$ cat config.mk
export PLATFORM = sky130hd
export DESIGN_NAME = bitlogic_unit
export DESIGN_NICKNAME = d
export VERILOG_FILES = /design/src/rtl/bitlogic_pkg.sv /design/src/rtl/bitlogic_slice.sv /design/src/rtl/bitlogic_core.sv /design/src/rtl/bitlogic_unit.sv
export SDC_FILE = /design/constraint.sdc
export NUM_CORES = 1
export LEC_CHECK = 0
export ABC_AREA = 1
export BUFFER_PORTS_ARGS = -buffer_cell sky130_fd_sc_hd__buf_2
export CORE_MARGIN = 2
export CORE_UTILIZATION = 58
export DETAILED_ROUTE_END_ITERATION = 16
export PLACE_DENSITY = 0.85
export SETUP_SLACK_MARGIN = 0.02
export SYNTH_ARGS = -nofsm -noshare
export SYNTH_HDL_FRONTEND = slang
export SYNTH_HIERARCHICAL = 1
export SYNTH_SLANG_ARGS = --single-unit
$ cat constraint.sdc
create_clock -name clk -period 2.2 [get_ports clk]
set_input_delay 0.11 -clock clk [delete_from_list [all_inputs] [get_ports clk]]
set_output_delay 0.11 -clock clk [all_outputs]
set_load 0.05 [all_outputs]
$ cat src/rtl/bitlogic_pkg.sv
package bitlogic_pkg;

    typedef enum logic [2:0] {
        FN_AND   = 3'b000,
        FN_OR    = 3'b001,
        FN_XOR   = 3'b010,
        FN_NOTA  = 3'b011,
        FN_NAND  = 3'b100,
        FN_NOR   = 3'b101,
        FN_XNOR  = 3'b110,
        FN_NOTB  = 3'b111
    } bl_func_e;

    // Per-bit evaluation of one function code.
    function automatic logic bl_bit(input bl_func_e fn, input logic a, input logic b);
        logic r;
        case (fn)
            FN_AND:  r = a & b;
            FN_OR:   r = a | b;
            FN_XOR:  r = a ^ b;
            FN_NOTA: r = ~a;
            FN_NAND: r = ~(a & b);
            FN_NOR:  r = ~(a | b);
            FN_XNOR: r = ~(a ^ b);
            default: r = ~b;
        endcase
        return r;
    endfunction

endpackage

$ cat src/rtl/bitlogic_slice.sv
module bitlogic_slice
    import bitlogic_pkg::*;
(
    input  bl_func_e fn,
    input  logic     a,
    input  logic     b,
    output logic     y
);
    always_comb y = bl_bit(fn, a, b);
endmodule

$ cat src/rtl/bitlogic_core.sv
module bitlogic_core
    import bitlogic_pkg::*;
#(
    parameter int WIDTH = 8
) (
    input  bl_func_e           fn,
    input  logic [WIDTH-1:0]   a,
    input  logic [WIDTH-1:0]   b,
    output logic [WIDTH-1:0]   y
);
    // one independent slice per bit position
    for (genvar i = 0; i < WIDTH; i++) begin : g_bit
        bitlogic_slice u_slice (
            .fn (fn),
            .a  (a[i]),
            .b  (b[i]),
            .y  (y[i])
        );
    end
endmodule

$ cat src/rtl/bitlogic_unit.sv
module bitlogic_unit
    import bitlogic_pkg::*;
#(
    parameter int WIDTH = 8
) (
    input  logic             clk,
    input  logic             rst,
    input  logic             in_valid,
    input  logic [2:0]       func_sel,
    input  logic [WIDTH-1:0] opa,
    input  logic [WIDTH-1:0] opb,
    output logic [WIDTH-1:0] res_q,
    output logic             out_valid
);
    localparam logic [WIDTH-1:0] RES_ZERO = '0;

    bl_func_e         fn;
    logic [WIDTH-1:0] res_d;

    always_comb fn = bl_func_e'(func_sel);

    bitlogic_core #(.WIDTH(WIDTH)) u_core (
        .fn (fn),
        .a  (opa),
        .b  (opb),
        .y  (res_d)
    );

    always_ff @(posedge clk) begin
        if (rst) begin
            res_q     <= RES_ZERO;
            out_valid <= 1'b0;
        end else begin
            out_valid <= in_valid;
            if (in_valid) begin
                res_q <= res_d;
            end
        end
    end
endmodule

; ---- After elaboration in Yosys (flattened, before gate mapping)
; Index checks and enable logic that the tools add are counted.
[word_totals]
rom_bits = 0
word_cells = 81
latchBits = 0
n_memories = 0
out_inout_bits = 9
ramBits = 0
regBits = 9
in_bits = 22
[classes]
reduce_logical = 1
multipliers = 0
n_addsub = 0
n_shift = 0
n_eq_ne = 6
bitwise_logic = 64
n_mux = 8
n_div = 0
n_lt_le_gt_ge = 0
[ops]
columns = operator, count
row1 = $pmux W1 S7, 8
row2 = $not A1 Y1, 40
row3 = $eq A3 B3 Y1 const B, 3
row4 = $and A1 B1 Y1, 8
row5 = $or A1 B1 Y1, 8
row6 = $xor A1 B1 Y1, 8
row7 = $eq A3 B2 Y1 const B, 2
row8 = $eq A3 B1 Y1 const B, 1
row9 = $logic_not A3 Y1, 1

; ---- Longest topological paths before layout
; Gate-level depths: netlist (run 1).
[depth]
depth_word = 3
depth_mapped = 13
ltp_nobuf = 13

; ---- Modules after synthesis
; The synthesis (run 1) kept the hierarchy.
[by_module_without_submodules]
columns = module, cells_each, seq_area_each_um2, instances, area_each_um2
row1 = bitlogic_slice, 23, 0.0, 8, 111.4
row2 = bitlogic_unit, 54, 180.2, 1, 369.1

; ---- Worst setup path before layout (run 1)
; Ideal clock, no wire load.
[synth_timing]
kind = input port to flip-flop
from = in opb[6]
to = reg res_q[6]
n_path_buf = 0
path_stages = 13
required_time_ns = 2.085
arrival_ns = 0.872
slack_ns = 1.212
cell_sequence = inv_1 ha_1 inv_1 nand2_1 nand2_1 nand2_1 nand2_1 nand2_1 nand2_1 inv_1 nand2_2 nand2_1 nor2_2
[synth_between]
elab_chain_cells = 3
word_cells_on_any_way = 8
cone_classes = mux (1) / bitwise (7)
[synth_lines]
columns = element, line
row1 = start: declaration, bitlogic_unit.sv:11  ; input logic [WIDTH-1:0] opb,
row2 = $xor A1 B1 Y1 (tied with other cells), "bitlogic_pkg.sv:20, bitlogic_pkg.sv:24"
row3 = "$not A1 Y1, on equally long branches", "bitlogic_pkg.sv:24, bitlogic_pkg.sv:22, bitlogic_pkg.sv:23"
row4 = $pmux W1 S7 (*), bitlogic_pkg.sv:17  ; case (fn)
row5 = via res_d[6], bitlogic_unit.sv:18  ; logic [WIDTH-1:0] res_d;
row6 = end signal: assignment, bitlogic_unit.sv:36  ; res_q <= res_d;
row7 = end: declaration, bitlogic_unit.sv:12  ; output logic [WIDTH-1:0] res_q,
; Mark *: on every way through the listed nets, which the timed path passes. The rest lies on a longest branch.
; A chain may end at the register's enable or synchronous reset.

; ---- Final worst setup path (run 1)
[layout_timing]
from = in func_sel[0]
to = reg res_q[6]
[layout_between]
elab_chain_cells = 2
word_cells_on_any_way = 8
cone_classes = eq/ne (6) / mux (1) / reduce/logical (1)
[layout_lines]
columns = element, line
row1 = start: declaration, bitlogic_unit.sv:9  ; input logic [2:0] func_sel,
row2 = $eq A3 B3 Y1 (tied with other cells), bitlogic_pkg.sv:17
row3 = $pmux W1 S7 (*), bitlogic_pkg.sv:17
row4 = via res_d[6], bitlogic_unit.sv:18
; Marked as above.

==> flow_summary.toml, run 1 <==
[place]
dp_cells = 293
gp_congestion = 0.766
portBuffers = 30
post-dp-hpwl_um = 1720

[yosys]
yosys.cell_types.count = 11
synth_nets = 276
synth_most_common_cell = "nand2_1"
synthTopCellsByArea = "nand2_1 (33%), inv_1 (17%), ha_1 (16%)"
ys.flop_type = "dfxtp_1"
synth_edf_count = 0
yosysSeqAreaShare = 0.143
synth-simple-area-share = 0.484
synth_top_family_by_area = "simple AND/OR/NAND/NOR gates"
syn_area_um2 = 1260
synth_seq_cells = 9
synthAdderAreaFrac = 0.159
synth_cells = 238
synth_mux_area_frac = 0
synth_xor_area_frac = 0
yosysTopAreaCellShare = 0.331
async_flop_share = 0
ys_warn_count = 6
synth_compound_area_frac = 0
yosysTopAreaCell = "nand2_1"
yosys-top-cells-count = "nand2_1 (111), inv_1 (57), ha_1 (16), nor2_1 (16)"
syn_area_per_cell_um2 = 5.29

[run_status]
status = "completed"

[clock_network]
cts_buffers = 3
cts_buffer_depth = 2
clock-sinks = 9
htree_levels = 1
clkLatencyLatePin_ns = 0.26
clkTransAtPathRegs_ns = 0.06
postCtsSetupBuffers = 0
cts-root-buf = "clkbuf_4"
cts_tree = "yes"
cts_resized = 0
cts_hold_buf = 0

[critical_path]
worstPathRequired_ns = 2.35
slowest_delay_ns = 0.47
crit_buf_inv = 3
worstPathArrival_ns = 1.20
worstSetupEndpointType = "flip-flop"
cpMaxStageDelayCell = "buf_2"
cp_cell_sequence = "buf_2 > inv_2 > nand2_1 > nand2_1 > nand2_1 > nand2_1 > nand2_1 > nand2_1 > inv_1 > nand2_2 > nand2_1 > nor2_2"
worst-path-max-fanout = 32
worst_setup_path_start_kind = "primary input"
crit_type = "in -> reg"
crit_top_cell = "nand2_1"
critical_path.top_delay_family = "buffers and inverters"

[final_layout]
synthToLayoutAreaGrowth_pct = 15.0
layout-drive-gt1-share = 0.196
fin_cells = 297
nFillCells = 198
antenna_cells = 0
final_nets = 309

[sta]
clock_skew_ns = 0
finalCritPeriodShare = 0.475
min_period_ns = 1.05
finalSetupViolations = 0
tightest_slew_ns = 0.590
relSlewSlack = 0.607
maxClockFrequency_ghz = 0.956
rsz0062_at_grt = "false"
finalSetupTns_ns = 0
maxSlewViolCount = 0
hold_violations = 0

[run]
maxCapViolCount = 0

[floorplanning]
die-area_um2 = 2560
die_x_um = 50.6
io_pins = 31
fp-row-count = 16
core-area_um2 = 2000
start_util = 0.629
floorplan.die.height_um = 50.6

[drt]
dr.pass1.iters = 6
drc = 0
drtIter0Drc = 21
wl_per_cell_um = 7.27
ant_nets = 0
vias = 1283
routed_wirelength_um = 2160
via_per_inst = 4.32

[global_routing]
grt-ovfl-total = 0
antenna_found_initial = 0
grt_pass1_wl_um = 4180
grt_use_total = 0.206
grt_pass1_vias = 1114
grt_max_degree = 33

[power_and_ir_drop]
p_leak_nw = 1.06
p_total_mw = 0.563
ir_worst_vdd_mv = 0.357
power_density_nw_per_um2 = 388

[worst_hold_path]
holdCritPathClass = "in -> reg"
-- cells by family (layout without fill, tap and decap cells) --
group | count (synthesis) | after routing
buffers and inverters | 68 | 100
AND/OR/NAND/NOR | 145 | 145
flip-flops | 9 | 9
adder cells (fa/ha/maj) | 16 | 16
-- registers in the layout, indices dropped and copies added, names as in the netlist --
register	cells
out_valid	1
res_q	8
-- where the power goes --
group | switching [mW] | leakage [nW] | internal, mW
Combinational | 0.171 | 0.972 | 0.0854
Sequential | 0.00569 | 0.0748 | 0.176
Clock | 0.0581 | 0.0177 | 0.0670
-- per-layer routing --
metal / global-route usage / vias up / share of wire
li1: - / 738 / -
met1: 0.244 / 517 / 0.46
met2: 0.377 / 26 / 0.49
met3: 0.0476 / 2 / 0.044
met4: 0.0405 / 0 / 0.0046
met5: 0 / - / 0
-- final cells by class --
| cell class | instances | area [µm²] | area share |
|---|---|---|---|
| tap | 27 | 33.8 | 0.0233 |
| inverter | 66 | 248 | 0.171 |
| sequential | 9 | 180 | 0.124 |
| multi-input combinational | 161 | 810 | 0.559 |
| clock inverter | 1 | 5.00 | 0.00345 |
| clock buffer | 3 | 22.5 | 0.0155 |
| timing repair buffer | 30 | 150 | 0.104 |
-- cells in the final DEF, fill, tap and decap left out, types with 3 or more instances in the layout --
master      n
clkbuf_4    3
dfxtp_1     9
nor2_1     16
inv_1      57
buf_2      30
nand3_1     8
nand3_2     8
ha_1       16
inv_2       9
nand2_1   111
-- metrics by stage --
| stage | setup slack [ns] | instance area (µm²) | hold slack (ns) | util |
|---|---|---|---|---|
| 6_report | 1.15 | 1450 | 0.00572 | 0.724 |
| 3_3_place_gp | 0.902 | 1420 | 0.283 | 0.710 |
| 5_1_grt | 0.915 | 1450 | 0.0151 | 0.724 |
| 4_1_cts | 1.14 | 1450 | 0.00204 | 0.724 |
| 2_1_floorplan | 1.21 | 1260 | 0.181 | - |
| 3_5_place_dp | 0.872 | 1420 | 0.283 | 0.710 |
-- worst paths after layout --
check | start | to | slack, ns | depth (start not counted)
worst max-delay path | func_sel[0] | res_q[6] | 1.15 | 12
worst min-delay path | rst | out_valid | 0.006 | 2
worst min register to register | res_q[7] | res_q[7] | 0.47 | 2
worst max register to register | res_q[6] | res_q[6] | 1.62 | 2
(Power assumes the default switching activity.)
==> run 2, diff against run 1 <==
--- a/config.mk
+++ b/config.mk
@@ -5,12 +5,12 @@
 export SDC_FILE = /design/constraint.sdc
 export NUM_CORES = 1
 export LEC_CHECK = 0
-export ABC_AREA = 1
+export ABC_AREA = 0
 export BUFFER_PORTS_ARGS = -buffer_cell sky130_fd_sc_hd__buf_2
 export CORE_MARGIN = 2
-export CORE_UTILIZATION = 58
+export CORE_UTILIZATION = 46
 export DETAILED_ROUTE_END_ITERATION = 16
-export PLACE_DENSITY = 0.85
+export PLACE_DENSITY = 0.74
 export SETUP_SLACK_MARGIN = 0.02
 export SYNTH_ARGS = -nofsm -noshare
 export SYNTH_HDL_FRONTEND = slang
==> constraint.sdc (replaced) <==
create_clock -name clk -period 0.87 [get_ports clk]
set_input_delay 0.0435 -clock clk [delete_from_list [all_inputs] [get_ports clk]]
set_output_delay 0.0435 -clock clk [all_outputs]
set_load 0.05 [all_outputs]
==> run 2 against run 1 <==
Effect of this change: the run now fails in global routing (5_1_grt); synthesized cell count is 48% lower; synthesized area is 15% lower.
==> flow_summary.toml, run 2 <==
[yosys]
synth_nets = 162
async_flop_share = 0
synth_edf_count = 0
yosysTopAreaCellShare = 0.186
yosys-top-cells-count = "ha_1 (16), inv_1 (16), mux2i_1 (16), nor2_1 (16), dfxtp_1 (9)"
ys.flop_type = "dfxtp_1"
synthTopCellsByArea = "ha_1 (19%), dfxtp_1 (17%), mux2i_1 (15%)"
yosysSeqAreaShare = 0.168
yosysTopAreaCell = "ha_1"
syn_area_um2 = 1070
synth_seq_cells = 9
ys_warn_count = 6
synth_cells = 124
syn_area_per_cell_um2 = 8.66
yosys.cell_types.count = 14

[floorplanning]
fp-row-count = 17
floorplan.die.height_um = 52.3
die_x_um = 52.3
start_util = 0.485
io_pins = 31

[sta]
endpoint_type = "register data pin"
worst_endpoint = "res_q[1]$_SDFFE_PP0P_/D"

[place]
place_area_um2 = 1690
gp_congestion = 0.720
portBuffers = 30
post-dp-hpwl_um = 1990

[global_routing]
antenna_found_initial = 0
grt_max_degree = 16

[clock_network]
cts-root-buf = "clkbuf_4"
cts_hold_buf = 0
cts_buffers = 3
clock-sinks = 9
cts_buffer_depth = 2
htree_levels = 1

[run_status]
status = "did not finish"
lastStage = "global routing (5_1_grt)"
error_line = "[ERROR DPL-0033] detailed placement checks failed during check placement."
run 2: cell types whose count changed after synthesis, moves of 9 or more:
| cell | change |
|---|---|
| inv_1 | -41 |
| inv_2 | -9 |
| mux2i_1 | +16 |
| nand2_1 | -103 |
run 2: logic make-up after synthesis:
family	after synthesis	share of synthesized area
fa+ha+maj	16	0.186
xor+xnor	8	0.0653
flops	9	0.168
buf+inv	18	0.0711
compound gates	16	0.0746
mux	32	0.345
simple gates	25	0.0898
run 2: stage by stage:
stage          setup slack [ns]  setup TNS, ns  hold WS, ns  cells   util
4_1_cts                 -0.0282        -0.0973       0.0701    209  0.921
3_3_place_gp             -0.377          -2.97        0.331    199  0.762
2_1_floorplan            -0.141          -1.13        0.296    124      -
3_5_place_dp             -0.448          -3.34        0.343    199  0.762
run 2: repair_timing:
action                     4_1_cts
setup endpoints to repair       17
setup buffers                    4
resized for setup               72
pin swaps                       27
cloned                           2
==> run 3, diff against run 2 <==
--- a/config.mk
+++ b/config.mk
@@ -7,11 +7,10 @@
 export LEC_CHECK = 0
 export ABC_AREA = 0
 export BUFFER_PORTS_ARGS = -buffer_cell sky130_fd_sc_hd__buf_2
-export CORE_MARGIN = 2
-export CORE_UTILIZATION = 46
+export CORE_AREA = 2 2 63 65
 export DETAILED_ROUTE_END_ITERATION = 16
-export PLACE_DENSITY = 0.74
-export SETUP_SLACK_MARGIN = 0.02
+export DIE_AREA = 0 0 65 67
+export PLACE_DENSITY_LB_ADDON = 0.15
 export SYNTH_ARGS = -nofsm -noshare
 export SYNTH_HDL_FRONTEND = slang
 export SYNTH_HIERARCHICAL = 1
==> constraint.sdc (replaced) <==
create_clock -name clk -period 1.1 [get_ports clk]
set_input_delay 0.055 -clock clk [delete_from_list [all_inputs] [get_ports clk]]
set_output_delay 0.055 -clock clk [all_outputs]
set_load 0.05 [all_outputs]
==> run 3 against run 2 <==
Effect of this change: the run now ends clean; synthesized cell count unchanged; synthesized area unchanged.
==> flow_summary.toml, run 3 <==
[critical_path]
worstPathRequired_ns = 1.21
cp-startpoint = "opa[0]"
worst-path-max-fanout = 2
reg2reg_setup_slack_ns = 0.49
worstPathArrival_ns = 1.15
reg2regPathDepth = 2
reg2reg_to = "res_q[7]"
worst_setup_path_start_kind = "primary input"
crit_type = "in -> reg"
reg2reg_from = "res_q[7]"
worstSetupEndpointType = "flip-flop"

[sta]
finalSetupViolations = 0
clock_skew_ns = 0
relSlewSlack = 0.829
min_period_ns = 1.03
finalSetupTns_ns = 0
finalCritPeriodShare = 0.940
tightest_slew_ns = 0.257
maxClockFrequency_ghz = 0.967
rsz0062_at_grt = "true"
hold_violations = 0
final.setup.worst_slack_ns = 0.0660
maxSlewViolCount = 0

[power_and_ir_drop]
power_density_nw_per_um2 = 883
ir_worst_vdd_mv = 0.452
p_leak_nw = 0.820

[clock_network]
postCtsSetupBuffers = 0
clkTransAtPathRegs_ns = 0.04
clkLatencyLatePin_ns = 0.23
cts_buffers = 3
cts_tree = "yes"
cts_resized = 0
cts_buffer_depth = 2
cts_hold_buf = 0
cts-root-buf = "clkbuf_8"
clock-sinks = 9
htree_levels = 1

[drt]
dr.pass1.iters = 4
routed_wirelength_um = 2490
wl_per_cell_um = 11.2
drtIter0Drc = 33
ant_nets = 0
drc = 0
via_per_inst = 4.50
vias = 998

[final_layout]
final_common_cell = "buf_2"
synthToLayoutAreaGrowth_pct = 48.5
seqCellArea_um2 = 180
nFillCells = 376
largest-register = "res_q"
antenna_cells = 0
layout-drive-gt1-share = 0.471
final_cell_mix = "buf_2 (29), mux2i_1 (16), nor2_1 (16)"
top_regs = "res_q (8), out_valid (1)"
final_nets = 213
largest_reg_flops = 8
fin_cells = 222
multi_input_area_um2 = 920

[yosys]
yosys-top-cells-count = "ha_1 (16), inv_1 (16), mux2i_1 (16), nor2_1 (16), dfxtp_1 (9)"
yosysTopAreaCell = "ha_1"
synth_seq_cells = 9
synth_edf_count = 0
async_flop_share = 0
syn_area_um2 = 1070
ys_warn_count = 6
synth_cells = 124
synthTopCellsByArea = "ha_1 (19%), dfxtp_1 (17%), mux2i_1 (15%)"
ys.flop_type = "dfxtp_1"
yosysSeqAreaShare = 0.168
synth_nets = 162
yosys.cell_types.count = 14
syn_area_per_cell_um2 = 8.66
yosysTopAreaCellShare = 0.186

[worst_hold_path]
whs_path_depth = 2
min_from = "rst"
min_to = "res_q[5]"
holdCritPathClass = "in -> reg"

[floorplanning]
floorplan.die.height_um = 67
fp-row-count = 22
core-area_um2 = 3610
die_x_um = 65
start_util = 0.298
io_pins = 31
die-area_um2 = 4360

[global_routing]
grt_max_degree = 25
grt-ovfl-total = 0
grt_use_total = 0.118
antenna_found_initial = 0
grt_pass1_vias = 956
grt_pass1_wl_um = 4080

[place]
dp_cells = 218
pre_cts_slack_ns = -0.216
gp_congestion = 0.721
portBuffers = 30
post-dp-hpwl_um = 1880

[run]
maxCapViolCount = 0

[run_status]
status = "completed"
-- run 3: cell counts after synthesis --
No cell type changed its count.
-- run 3: metrics by stage --
step	cell area [µm²]	utilization	hold slack [ns]	power (mW)
after detailed placement	1440	0.399	0.365	0.996
after CTS	1490	0.412	0.125	1.38
after global routing	1590	0.442	0.135	1.50
final	1590	0.442	0.111	1.41
after global placement	1440	0.399	0.354	0.971
after floorplan	1070	-	0.314	0.770
-- run 3: kinds of logic (layout without fill, tap and decap cells) --
| logic type | after synthesis | after routing | share of synthesized area |
|---|---|---|---|
| mux | 32 | 32 | 0.345 |
| simple gates | 25 | 25 | 0.0898 |
| flops | 9 | 9 | 0.168 |
| fa+ha+maj | 16 | 16 | 0.186 |
| xor+xnor | 8 | 8 | 0.0653 |
| compound gates | 16 | 16 | 0.0746 |
| buf+inv | 18 | 68 | 0.0711 |
-- run 3: how the worst max path moves through the flow --
stage	endpoint	slack (ns)	cells past startpoint
floorplan	res_q[0]	0.02	7
global placement	res_q[2]	-0.14	8
detailed placement	res_q[0]	-0.22	8
CTS	res_q[0]	0.03	8
global route	res_q[6]	-0.01	8
finish	res_q[0]	0.07	8
-- run 3: final cells by class --
class                           instances  area share
Tap cell                               48      0.0377
Sequential cell                         9       0.113
Multi-Input combinational cell         97       0.577
Inverter                               16      0.0377
Timing Repair Buffer                   48       0.206
Clock buffer                            4      0.0283
-- run 3: power by group --
group,switching (mW),internal (mW)
registers,0.0168,0.358
logic,0.343,0.317
clock network,0.121,0.252
total,0.481,0.926
-- run 3: per-layer routing --
metal,vias to the layer above,GRT usage,share of wire,wire [µm]
met5,-,0,0,0
met4,0,0.00798,0.0028,7
met3,2,0.0405,0.055,137
met2,20,0.224,0.51,1280
met1,464,0.132,0.43,1070
li1,512,-,-,-
-- run 3: critical path, cell delays in order --
cell,delay [ns]
buf_2,0.10
inv_1,0.11
ha_4,0.22
mux2_2,0.26
o21ai_1,0.12
mux2i_1,0.08
mux2i_1,0.14
nor2_1,0.05
==> run 4, diff against run 3 <==
--- a/config.mk
+++ b/config.mk
@@ -10,7 +10,9 @@
 export CORE_AREA = 2 2 63 65
 export DETAILED_ROUTE_END_ITERATION = 16
 export DIE_AREA = 0 0 65 67
+export MAX_ROUTING_LAYER = met4
 export PLACE_DENSITY_LB_ADDON = 0.15
+export SETUP_SLACK_MARGIN = 0.3
 export SYNTH_ARGS = -nofsm -noshare
 export SYNTH_HDL_FRONTEND = slang
 export SYNTH_HIERARCHICAL = 1
==> run 4 against run 3 <==
Effect of this change: non-clock buffer count rose by 4; via count grew 1.7%; worst setup slack improved by 0.095 ns; global-route usage increased by 2.1 points; cell count rose by 1.8%; wire length rose by 10%; sequential power grew 3%; combinational power increased by 39%; clock-buffer cell count unchanged; register-to-register slack about the same; largest cell class unchanged.
==> flow_summary.toml, run 4 (same netlist as run 3, synthesis figures left out) <==
[run_status]
status = "completed"

[clock_network]
cts_buffer_depth = 2
cts-root-buf = "clkbuf_8"
cts_tree = "yes"
htree_levels = 1
clkLatencyLatePin_ns = 0.23
cts_buffers = 3
clkTransAtPathRegs_ns = 0.04
cts_hold_buf = 0
clock-sinks = 9

[global_routing]
grt_pass1_vias = 1044
antenna_found_initial = 0
grt_pass1_wl_um = 4540
grt-ovfl-total = 0
grt_use_total = 0.139
grt_max_degree = 25

[power_and_ir_drop]
p_leak_nw = 0.963
p_total_mw = 1.68
ir_worst_vdd_mv = 0.411
power_density_nw_per_um2 = 784

[final_layout]
largest_reg_flops = 8
top_regs = "res_q (8), out_valid (1)"
stdcell_area_um2 = 2140
synthToLayoutAreaGrowth_pct = 99.4
fin_util = 0.594
final_cell_mix = "buf_4 (18), mux2i_1 (16), buf_6 (16), mux2_4 (16), nor2_1 (11)"
largest-register = "res_q"
layout-drive-gt1-share = 0.758
antenna_cells = 0
nFillCells = 314
final_nets = 217
final_common_cell = "buf_4"

[floorplanning]
floorplan.die.height_um = 67
start_util = 0.298
die_x_um = 65
fp-row-count = 22
io_pins = 31
core-area_um2 = 3610
die-area_um2 = 4360

[drt]
wl_per_cell_um = 12.1
drc = 0
routed_wirelength_um = 2740
vias = 1015
via_per_inst = 4.49
ant_nets = 0
drtIter0Drc = 11
dr.pass1.iters = 3

[sta]
finalSetupViolations = 0
clock_skew_ns = 0
min_period_ns = 0.939
maxClockFrequency_ghz = 1.06
whs_ns = 0.0989
hold_violations = 0
rsz0062_at_grt = "true"
finalSetupTns_ns = 0
maxSlewViolCount = 0
tightest_slew_ns = 0.265
relSlewSlack = 0.824
finalCritPeriodShare = 0.854

[place]
gp_congestion = 0.714
portBuffers = 30
place_area_um2 = 1680
post-dp-hpwl_um = 1920

[critical_path]
worstPathRequired_ns = 1.22
worst_setup_path_start_kind = "primary input"
worst-path-max-fanout = 2
worstPathArrival_ns = 1.06
worstSetupEndpointType = "flip-flop"
crit_type = "in -> reg"

[run]
maxCapViolCount = 0

[worst_hold_path]
holdCritPathClass = "in -> reg"
==> run 4: cell types whose count changed in the layout (fill, tap and decap cells not counted), sizes merged <==
cell | before | now
buf | 48 | 52
==> run 4: per-layer routing <==
| metal | wire (µm) | global-route usage | up-vias |
|---|---|---|---|
| met5 | 0 | - | - |
| met4 | 19 | 0.0239 | 0 |
| met3 | 104 | 0.0355 | 5 |
| met2 | 1480 | 0.265 | 19 |
| met1 | 1140 | 0.146 | 468 |
| li1 | - | - | 523 |
==> run 4: path summary, 6_finish.rpt <==
check                           slack [ns]     start  cells past startpoint        to
worst min-delay path                   0.1       rst                      2  res_q[7]
worst max register to register        0.48  res_q[2]                      2  res_q[2]
worst min register to register        0.49  res_q[0]                      2  res_q[0]
worst max-delay path                  0.16    opb[4]                      8  res_q[4]
==> run 4: what timing repair did <==
action / 4_1_cts / 5_1_grt
gates resized for setup: 75 / 35
gates cloned: 1 / 0
pin swaps: 19 / 18
endpoints found under the setup margin: 17 / 13
endpoints found under the hold margin: 0 / 0
buffers inserted: 5 / 0
==> run 4: where the power goes <==
part,switching [mW],internal [mW],leakage [nW]
sequential,0.0235,0.364,0.0772
clock,0.124,0.252,0.0228
combinational,0.421,0.494,0.863
==> run 4: layout make-up <==
cell class              instances  area [µm²]  share of cell area
inverters                      16         183              0.0853
repair buffers                 52         593               0.277
clock buffers                   4        45.0              0.0210
multi-input cells              97        1070               0.500
well taps                      48        60.1              0.0281
flip-flops and latches          9         190              0.0888
==> run 4: stage by stage <==
stage               std cells  setup WS [ns]
floorplan                 124         0.0777
global placement          216         -0.168
detailed placement        216         -0.190
CTS                       226          0.163
global route              226          0.110
finish                    226          0.161
==> run 4: worst max-delay path: stages <==
cell	delay (ns)
buf_8	0.10
inv_12	0.03
ha_4	0.22
mux2_4	0.27
o21ai_2	0.12
mux2i_1	0.08
mux2i_1	0.14
nor2_1	0.05
